$ cat config.mk
export PLATFORM = sky130hd
export DESIGN_NAME = iqser_top
export DESIGN_NICKNAME = d
export VERILOG_FILES = /design/src/rtl/iqser_pkg.sv /design/src/rtl/iqser_ctrl.sv /design/src/rtl/iqser_datapath.sv /design/src/rtl/iqser_top.sv
export SDC_FILE = /design/constraint.sdc
export NUM_CORES = 1
export LEC_CHECK = 0
export ABC_AREA = 1
export BUFFER_PORTS_ARGS = -buffer_cell sky130_fd_sc_hd__buf_2
export CAP_MARGIN = 20
export CORE_MARGIN = 5
export CORE_UTILIZATION = 60
export CTS_BUF_LIST = sky130_fd_sc_hd__clkbuf_8 sky130_fd_sc_hd__clkbuf_16
export DETAILED_ROUTE_END_ITERATION = 6
export HOLD_SLACK_MARGIN = 0.02
export PLACE_DENSITY = 0.84
export SLEW_MARGIN = 30
export SYNTH_ARGS = -nofsm -noshare
export SYNTH_HDL_FRONTEND = slang
export SYNTH_SLANG_ARGS = --single-unit
$ cat constraint.sdc
create_clock -name clk -period 7.5 [get_ports clk]
set_input_delay 1.5 -clock clk [delete_from_list [all_inputs] [get_ports clk]]
set_output_delay 1.5 -clock clk [all_outputs]
set_load 0.03 [all_outputs]
$ cat src/rtl/iqser_pkg.sv
`timescale 1ns/1ps
package iqser_pkg;

  typedef struct packed {
    logic narrow;
    logic halfStrobe;
    logic oneLane;
    logic qFirst;
    logic lsbFirst;
  } cfg_t;

  typedef struct packed {
    logic load;     // capture the presented pair
    logic busy;     // a word is on the line
    logic pickQ;    // shared lane currently carries Q
    logic laneBEn;  // second lane in use
  } ctl_t;

endpackage

$ cat src/rtl/iqser_ctrl.sv
`timescale 1ns/1ps
module iqser_ctrl
  import iqser_pkg::*;
#(
  parameter int unsigned WIDE_W   = 16,
  parameter int unsigned NARROW_W = 12,
  localparam int unsigned CNT_W   = $clog2(2 * WIDE_W + 1),
  localparam int unsigned IDX_W   = $clog2(WIDE_W)
) (
  input  logic             clk,
  input  logic             rstN,
  input  cfg_t             cfgIn,
  input  logic             inValid,
  output logic             inReady,
  output ctl_t             ctl,
  output logic [IDX_W-1:0] bitIdx,
  output logic             strobe
);

  logic             busy;
  logic [CNT_W-1:0] bitCnt;
  cfg_t             cfgQ;

  logic [CNT_W-1:0] compW;
  logic [CNT_W-1:0] wordLen;
  logic [CNT_W-1:0] pos;
  logic [CNT_W-1:0] idxFull;
  logic             lastBit;
  logic             secondHalf;
  logic             load;

  always_comb begin
    compW      = cfgQ.narrow ? CNT_W'(NARROW_W) : CNT_W'(WIDE_W);
    wordLen    = cfgQ.oneLane ? CNT_W'(compW << 1) : compW;
    lastBit    = busy && (bitCnt == wordLen - CNT_W'(1));
    inReady    = !busy || lastBit;
    load       = inValid && inReady;
    secondHalf = cfgQ.oneLane && (bitCnt >= compW);
    pos        = secondHalf ? bitCnt - compW : bitCnt;
    idxFull    = cfgQ.lsbFirst ? pos : compW - CNT_W'(1) - pos;
    bitIdx     = idxFull[IDX_W-1:0];
    if (cfgQ.halfStrobe) strobe = busy && (bitCnt < (wordLen >> 1));
    else                 strobe = busy && (bitCnt == '0);
    ctl.load    = load;
    ctl.busy    = busy;
    ctl.pickQ   = cfgQ.oneLane && (secondHalf ^ cfgQ.qFirst);
    ctl.laneBEn = !cfgQ.oneLane;
  end

  always_ff @(posedge clk or negedge rstN) begin
    if (!rstN) begin
      busy   <= 1'b0;
      bitCnt <= '0;
      cfgQ   <= '0;
    end else if (load) begin
      busy   <= 1'b1;
      bitCnt <= '0;
      cfgQ   <= cfgIn;
    end else if (lastBit) begin
      busy   <= 1'b0;
      bitCnt <= '0;
    end else if (busy) begin
      bitCnt <= bitCnt + CNT_W'(1);
    end
  end

  // latched configuration holds for the whole word
  p_cfg_hold_r9: assert property (@(posedge clk) disable iff (!rstN)
    (busy && !load) |=> $stable(cfgQ));

  // a pair taken while busy restarts the word with no gap
  p_no_gap_r5: assert property (@(posedge clk) disable iff (!rstN)
    (load && busy) |=> (busy && bitCnt == '0));

  // ready drops right after a pair is accepted
  p_ready_drop_r4: assert property (@(posedge clk) disable iff (!rstN)
    (inValid && inReady) |=> !inReady);

  // start-pulse strobe is quiet after the first bit
  p_short_strobe_r7: assert property (@(posedge clk) disable iff (!rstN)
    (busy && !cfgQ.halfStrobe && $past(busy) && !$past(load)) |-> !strobe);

endmodule

$ cat src/rtl/iqser_datapath.sv
`timescale 1ns/1ps
module iqser_datapath
  import iqser_pkg::*;
#(
  parameter int unsigned WIDE_W = 16,
  localparam int unsigned IDX_W = $clog2(WIDE_W)
) (
  input  logic              clk,
  input  logic              rstN,
  input  ctl_t              ctl,
  input  logic [IDX_W-1:0]  bitIdx,
  input  logic [WIDE_W-1:0] inI,
  input  logic [WIDE_W-1:0] inQ,
  output logic              laneI,
  output logic              laneQ
);

  logic [WIDE_W-1:0] compReg [2];
  logic [WIDE_W-1:0] compIn  [2];

  assign compIn[0] = inI;
  assign compIn[1] = inQ;

  for (genvar c = 0; c < 2; c++) begin : g_comp
    always_ff @(posedge clk or negedge rstN) begin
      if (!rstN)         compReg[c] <= '0;
      else if (ctl.load) compReg[c] <= compIn[c];
    end
  end

  always_comb begin
    laneI = 1'b0;
    laneQ = 1'b0;
    if (ctl.busy) begin
      laneI = ctl.pickQ ? compReg[1][bitIdx] : compReg[0][bitIdx];
      laneQ = ctl.laneBEn && compReg[1][bitIdx];
    end
  end

endmodule

$ cat src/rtl/iqser_top.sv
`timescale 1ns/1ps
module iqser_top
  import iqser_pkg::*;
#(
  parameter int unsigned WIDE_W   = 16,
  parameter int unsigned NARROW_W = 12,
  localparam int unsigned IDX_W   = $clog2(WIDE_W)
) (
  input  logic              clk,
  input  logic              rstN,
  input  logic              cfgNarrow,
  input  logic              cfgHalfStrobe,
  input  logic              cfgOneLane,
  input  logic              cfgQFirst,
  input  logic              cfgLsbFirst,
  input  logic              inValid,
  output logic              inReady,
  input  logic [WIDE_W-1:0] inI,
  input  logic [WIDE_W-1:0] inQ,
  output logic              laneI,
  output logic              laneQ,
  output logic              strobe
);

  cfg_t             cfgIn;
  ctl_t             ctl;
  logic [IDX_W-1:0] bitIdx;

  assign cfgIn = '{narrow: cfgNarrow, halfStrobe: cfgHalfStrobe,
                   oneLane: cfgOneLane, qFirst: cfgQFirst, lsbFirst: cfgLsbFirst};

  iqser_ctrl #(.WIDE_W(WIDE_W), .NARROW_W(NARROW_W)) ctrl_i (
    .clk(clk), .rstN(rstN), .cfgIn(cfgIn), .inValid(inValid),
    .inReady(inReady), .ctl(ctl), .bitIdx(bitIdx), .strobe(strobe)
  );

  iqser_datapath #(.WIDE_W(WIDE_W)) dp_i (
    .clk(clk), .rstN(rstN), .ctl(ctl), .bitIdx(bitIdx),
    .inI(inI), .inQ(inQ), .laneI(laneI), .laneQ(laneQ)
  );

  // line is quiet whenever no word is in flight
  p_idle_quiet_r6: assert property (@(posedge clk) disable iff (!rstN)
    !ctl.busy |-> (!laneI && !laneQ && !strobe));

  // second lane silent in shared-lane mode
  p_shared_lane_r3: assert property (@(posedge clk) disable iff (!rstN)
    (ctl.busy && !ctl.laneBEn) |-> !laneQ);

endmodule

==> reports/summary.log <==
INFO  logic_synthesis seq_area_frac_synth=41.5%
INFO  critical_path  critical_path.max_stage_delay=510ps
INFO  grt            antenna_found_initial=0
INFO  power          comb_power_share=58.6%
INFO  power          power.density=494nW/um2
INFO  sta            finalMaxSlewViolations=0
INFO  drt            vias_per_cell=5.43
INFO  layout         most_common_cell_after_layout_fill_and_taps_aside=nand2_1
INFO  grt            most_crowded_layer_gr=met2
INFO  clocking       ctsHoldBuffers=0
INFO  outcome        status=complete, no violations
INFO  sta            post-route-period-util=64.4%
INFO  clocking       clock_tree_root_driver_cell=clkbuf_8
INFO  logic_synthesis yosys_reg_bits=44
INFO  critical_path  reg_to_reg_end=dp_i.compReg[11]$_DFFE_PN0N_
INFO  grt            maximum_number_of_pins_on_one_net_before_global_route_repair=46
INFO  die            boundaryPins=44
INFO  critical_path  timing.rr.start=ctrl_i.cfgQ[2]$_DFFE_PN0N_
INFO  place          place.detailed.instances=430
INFO  critical_path  path_common_cell=nand2_1
INFO  die            die_area=5850um2
INFO  drt            avgRoutedWirePerCell=13.3um
INFO  die            placementRows=24
INFO  clocking       cts_htree_levels=2
INFO  layout         drive_gt1_share=14.0%
INFO  grt            globalRouteMet2Util=36.2%
INFO  die            dieHeight=76.5um
INFO  critical_path  ff2ff_path_depth=10
INFO  critical_path  crit_chain=inv_1 > ha_1 > inv_1 > nor2_1 > nand3_1 > nand2_1 > nand2_1 > nand2_1 > nand2_1 > ha_1 > inv_1 > nor2_1 > nor3_1 > inv_1 > nand3_1 > nand2_1 > nand3_1 > nand2_1 > nor3_1 > buf_2
INFO  place          gp_congestion=0.922
INFO  logic_synthesis synth_nets=405
INFO  sta            highest_clock_rate=0.207GHz
INFO  grt            global_route.overflow_total=0
INFO  critical_path  critical_path.n_buffers_inverters=5
INFO  drt            routed_wirelength=5.82mm
INFO  power          seq_power_share=30.7%
INFO  sta            fin_skew=8.82ps
INFO  place          detailed_placement_wirelength_estimate=4.12mm
INFO  grt            grt_use_met1=25.1%
INFO  critical_path  worst_setup_path_startpoint=ctrl_i.cfgQ[4]$_DFFE_PN0N_
INFO  sta            finalSetupViolations=0
INFO  critical_path  critPathArrivalTime=3330ps
INFO  clocking       tritoncts_sinks=44
INFO  layout         layout-area-overhead-vs-synth=10.5%
INFO  critical_path  cp_num_cells=20
INFO  critical_path  timing_worst_setup_path_type=reg2out
INFO  drt            drt_first_iter_violations=95
INFO  sta            period_minus_slack=4830ps
INFO  flow_run       max_cap_viol_count=0
INFO  clocking       clock_latency_at_the_later_pin_of_the_worst_skew_pair=300ps
INFO  sta            worstMarginPinSlew=801ps
INFO  power          static-leakage-power=1.60nW
INFO  power          p_clk_share=10.6%
INFO  logic_synthesis syn-instance-count=351
INFO  worst_hold_path worst_hold_path_type=reg2reg
INFO  layout         fin_nets=439
INFO  critical_path  regToRegSetupSlack=4180ps
INFO  layout         commonest_cells_after_routing_fill_and_taps_aside=127 x nand2_1, 64 x nand3_1, 44 x dfrtp_1
INFO  critical_path  critPathTopFamily=simple AND/OR/NAND/NOR gates
INFO  drt            vias=2377
INFO  grt            wire_length_of_the_first_global_routing_pass=10.0mm
INFO  sta            timing.max_slew.rel_slack=46.4%
INFO  grt            grtUsageMet3=3.78%
INFO  power          p_sw_share=49.3%
INFO  critical_path  critical_path.endpoint_type=output pin
INFO  sta            timing.setup.tns=0ps
INFO  grt            grt_use_total=20.7%
INFO  clocking       cts_tree=built
INFO  die            die_w=76.5um
INFO  sta            rsz0062_at_grt=no
INFO  critical_path  worst_path_max_delay_cell=dfrtp_1
INFO  layout         antenna_cells=0
INFO  logic_synthesis synth.distinct_cells=26
INFO  clocking       cts_setup_buffers=0
INFO  clocking       cts_made_buffers=5
INFO  grt            grt_pass1_vias=2300
INFO  layout         stdcell_count=438
INFO  clocking       cts.repair.resized=0
INFO  critical_path  timing.critical_path.to=laneQ
INFO  drt            final_antenna_net_count=0
INFO  critical_path  timing.critical_path.fanout_max=9
INFO  die            fp.coreArea=4320um2
INFO  logic_synthesis ys.warnings.count=0
INFO  place          placement.io_buffers=43
INFO  sta            timing.final.hold_violations=0
INFO  power          p_int=0.000733W
INFO  critical_path  crit_required=6000ps
INFO  die            floorplan.initialDensity=61.3%
INFO  drt            drcViolationCount=0
INFO  clocking       clk_pin_slew_worst_paths=80ps
INFO  logic_synthesis synthesis.area=2650um2
INFO  power          switching_power=0.000715W
INFO  clocking       clock_path_buffers=2
INFO  power          ir_drop=0.222mV
INFO  drt            first_pass_detailed_route_iteration_total=4
INFO  layout         fillers=386
INFO  logic_synthesis syn_avg_cell_area=7.55um2
INFO  critical_path  setup.worst_path.start_class=register
-- per-layer routing --
metal	part of all wire [%]	up-vias
li1	-	1198
met1	43	1119
met2	51	49
met3	4.1	11
met4	1.7	0
met5	0	-
-- worst min path at each step --
stage                                      start                            to  slack, ps  depth (start not counted)
floorplan           dp_i.compReg[21]$_DFFE_PN0N_  dp_i.compReg[21]$_DFFE_PN0N_        440                          2
global placement    dp_i.compReg[24]$_DFFE_PN0N_  dp_i.compReg[24]$_DFFE_PN0N_        450                          2
detailed placement  dp_i.compReg[21]$_DFFE_PN0N_  dp_i.compReg[21]$_DFFE_PN0N_        450                          2
CTS                 dp_i.compReg[21]$_DFFE_PN0N_  dp_i.compReg[21]$_DFFE_PN0N_        470                          2
global route        dp_i.compReg[21]$_DFFE_PN0N_  dp_i.compReg[21]$_DFFE_PN0N_        490                          2
finish              dp_i.compReg[21]$_DFFE_PN0N_  dp_i.compReg[21]$_DFFE_PN0N_        470                          2
-- state kept, by name, summed over array words and instances (netlist names) --
signal and cells:
ctrl_i.cfgQ 5, dp_i.compReg 32, ctrl_i.busy 1, ctrl_i.bitCnt 6
-- power groups by stage --
stage / combinational, W / clock (W) / sequential (W)
3_3_place_gp: 0.000816 / 0 / 0.000444
2_1_floorplan: 0.000687 / 0 / 0.000414
5_1_grt: 0.000968 / 0.000164 / 0.000462
4_1_cts: 0.000854 / 0.000156 / 0.000444
3_5_place_dp: 0.000844 / 0 / 0.000448
6_report: 0.000849 / 0.000154 / 0.000445
-- tightest hold or removal path: stages, from the launching register on --
cell	delay [ps]
dfrtp_1	350
nand2_1	50
nand2_1	40
-- metrics by stage --
step / total power, W / hold WS, ps / setup slack (ps) / cell area, um2 / utilization, %
global placement: 0.00126 / 454 / 3140 / 2830 / 65.5
global route: 0.00159 / 492 / 2250 / 2930 / 67.7
floorplan: 0.00110 / 437 / 3030 / 2650 / -
CTS: 0.00146 / 474 / 2670 / 2930 / 67.7
finish: 0.00145 / 474 / 2670 / 2930 / 67.7
detailed placement: 0.00129 / 454 / 3000 / 2830 / 65.5
-- Yosys cell counts, drive strengths merged --
cell | number | area, um2
inv | 30 | 113
nor4 | 2 | 12.5
o211ai | 6 | 45.0
buf | 11 | 80.1
o21ai | 4 | 20.0
o22ai | 5 | 31.3
xor2 | 5 | 51.3
nor2 | 12 | 45.0
xnor2 | 5 | 43.8
a22o | 1 | 8.76
or2 | 1 | 6.26
a21oi | 2 | 10.0
clkbuf | 5 | 18.8
o21a | 3 | 22.5
ha | 13 | 163
nor3 | 3 | 15.0
clkinv | 1 | 3.75
a41oi | 1 | 8.76
dfrtp | 44 | 1100
fa | 1 | 20.0
nand3b | 3 | 22.5
nand2 | 129 | 489
nand3 | 64 | 320
-- kinds of logic (layout without fill, tap and decap cells) --
kind of cell / after synthesis / after routing / synth area share, %
adders and majority gates: 14 / 14 / 6.89
buffers and inverters: 47 / 82 / 8.12
DFF: 44 / 44 / 41.5
AOI/OAI and AO/OA: 22 / 22 / 5.52
xor gates and xnor gates: 10 / 10 / 3.59
and+or+nand+nor: 214 / 214 / 34.4
-- area by class of cell --
| class | count | area [um2] | area share [%] |
|---|---|---|---|
| clock buffer | 6 | 82.6 | 2.82 |
| clock inverter | 2 | 11.3 | 0.384 |
| inverter | 31 | 116 | 3.97 |
| multi-input combinational | 260 | 1340 | 45.6 |
| sequential | 44 | 1100 | 37.6 |
| tap | 52 | 65.1 | 2.22 |
| timing repair buffer | 43 | 218 | 7.43 |
No activity file was read; power rests on OpenSTA's default activity.
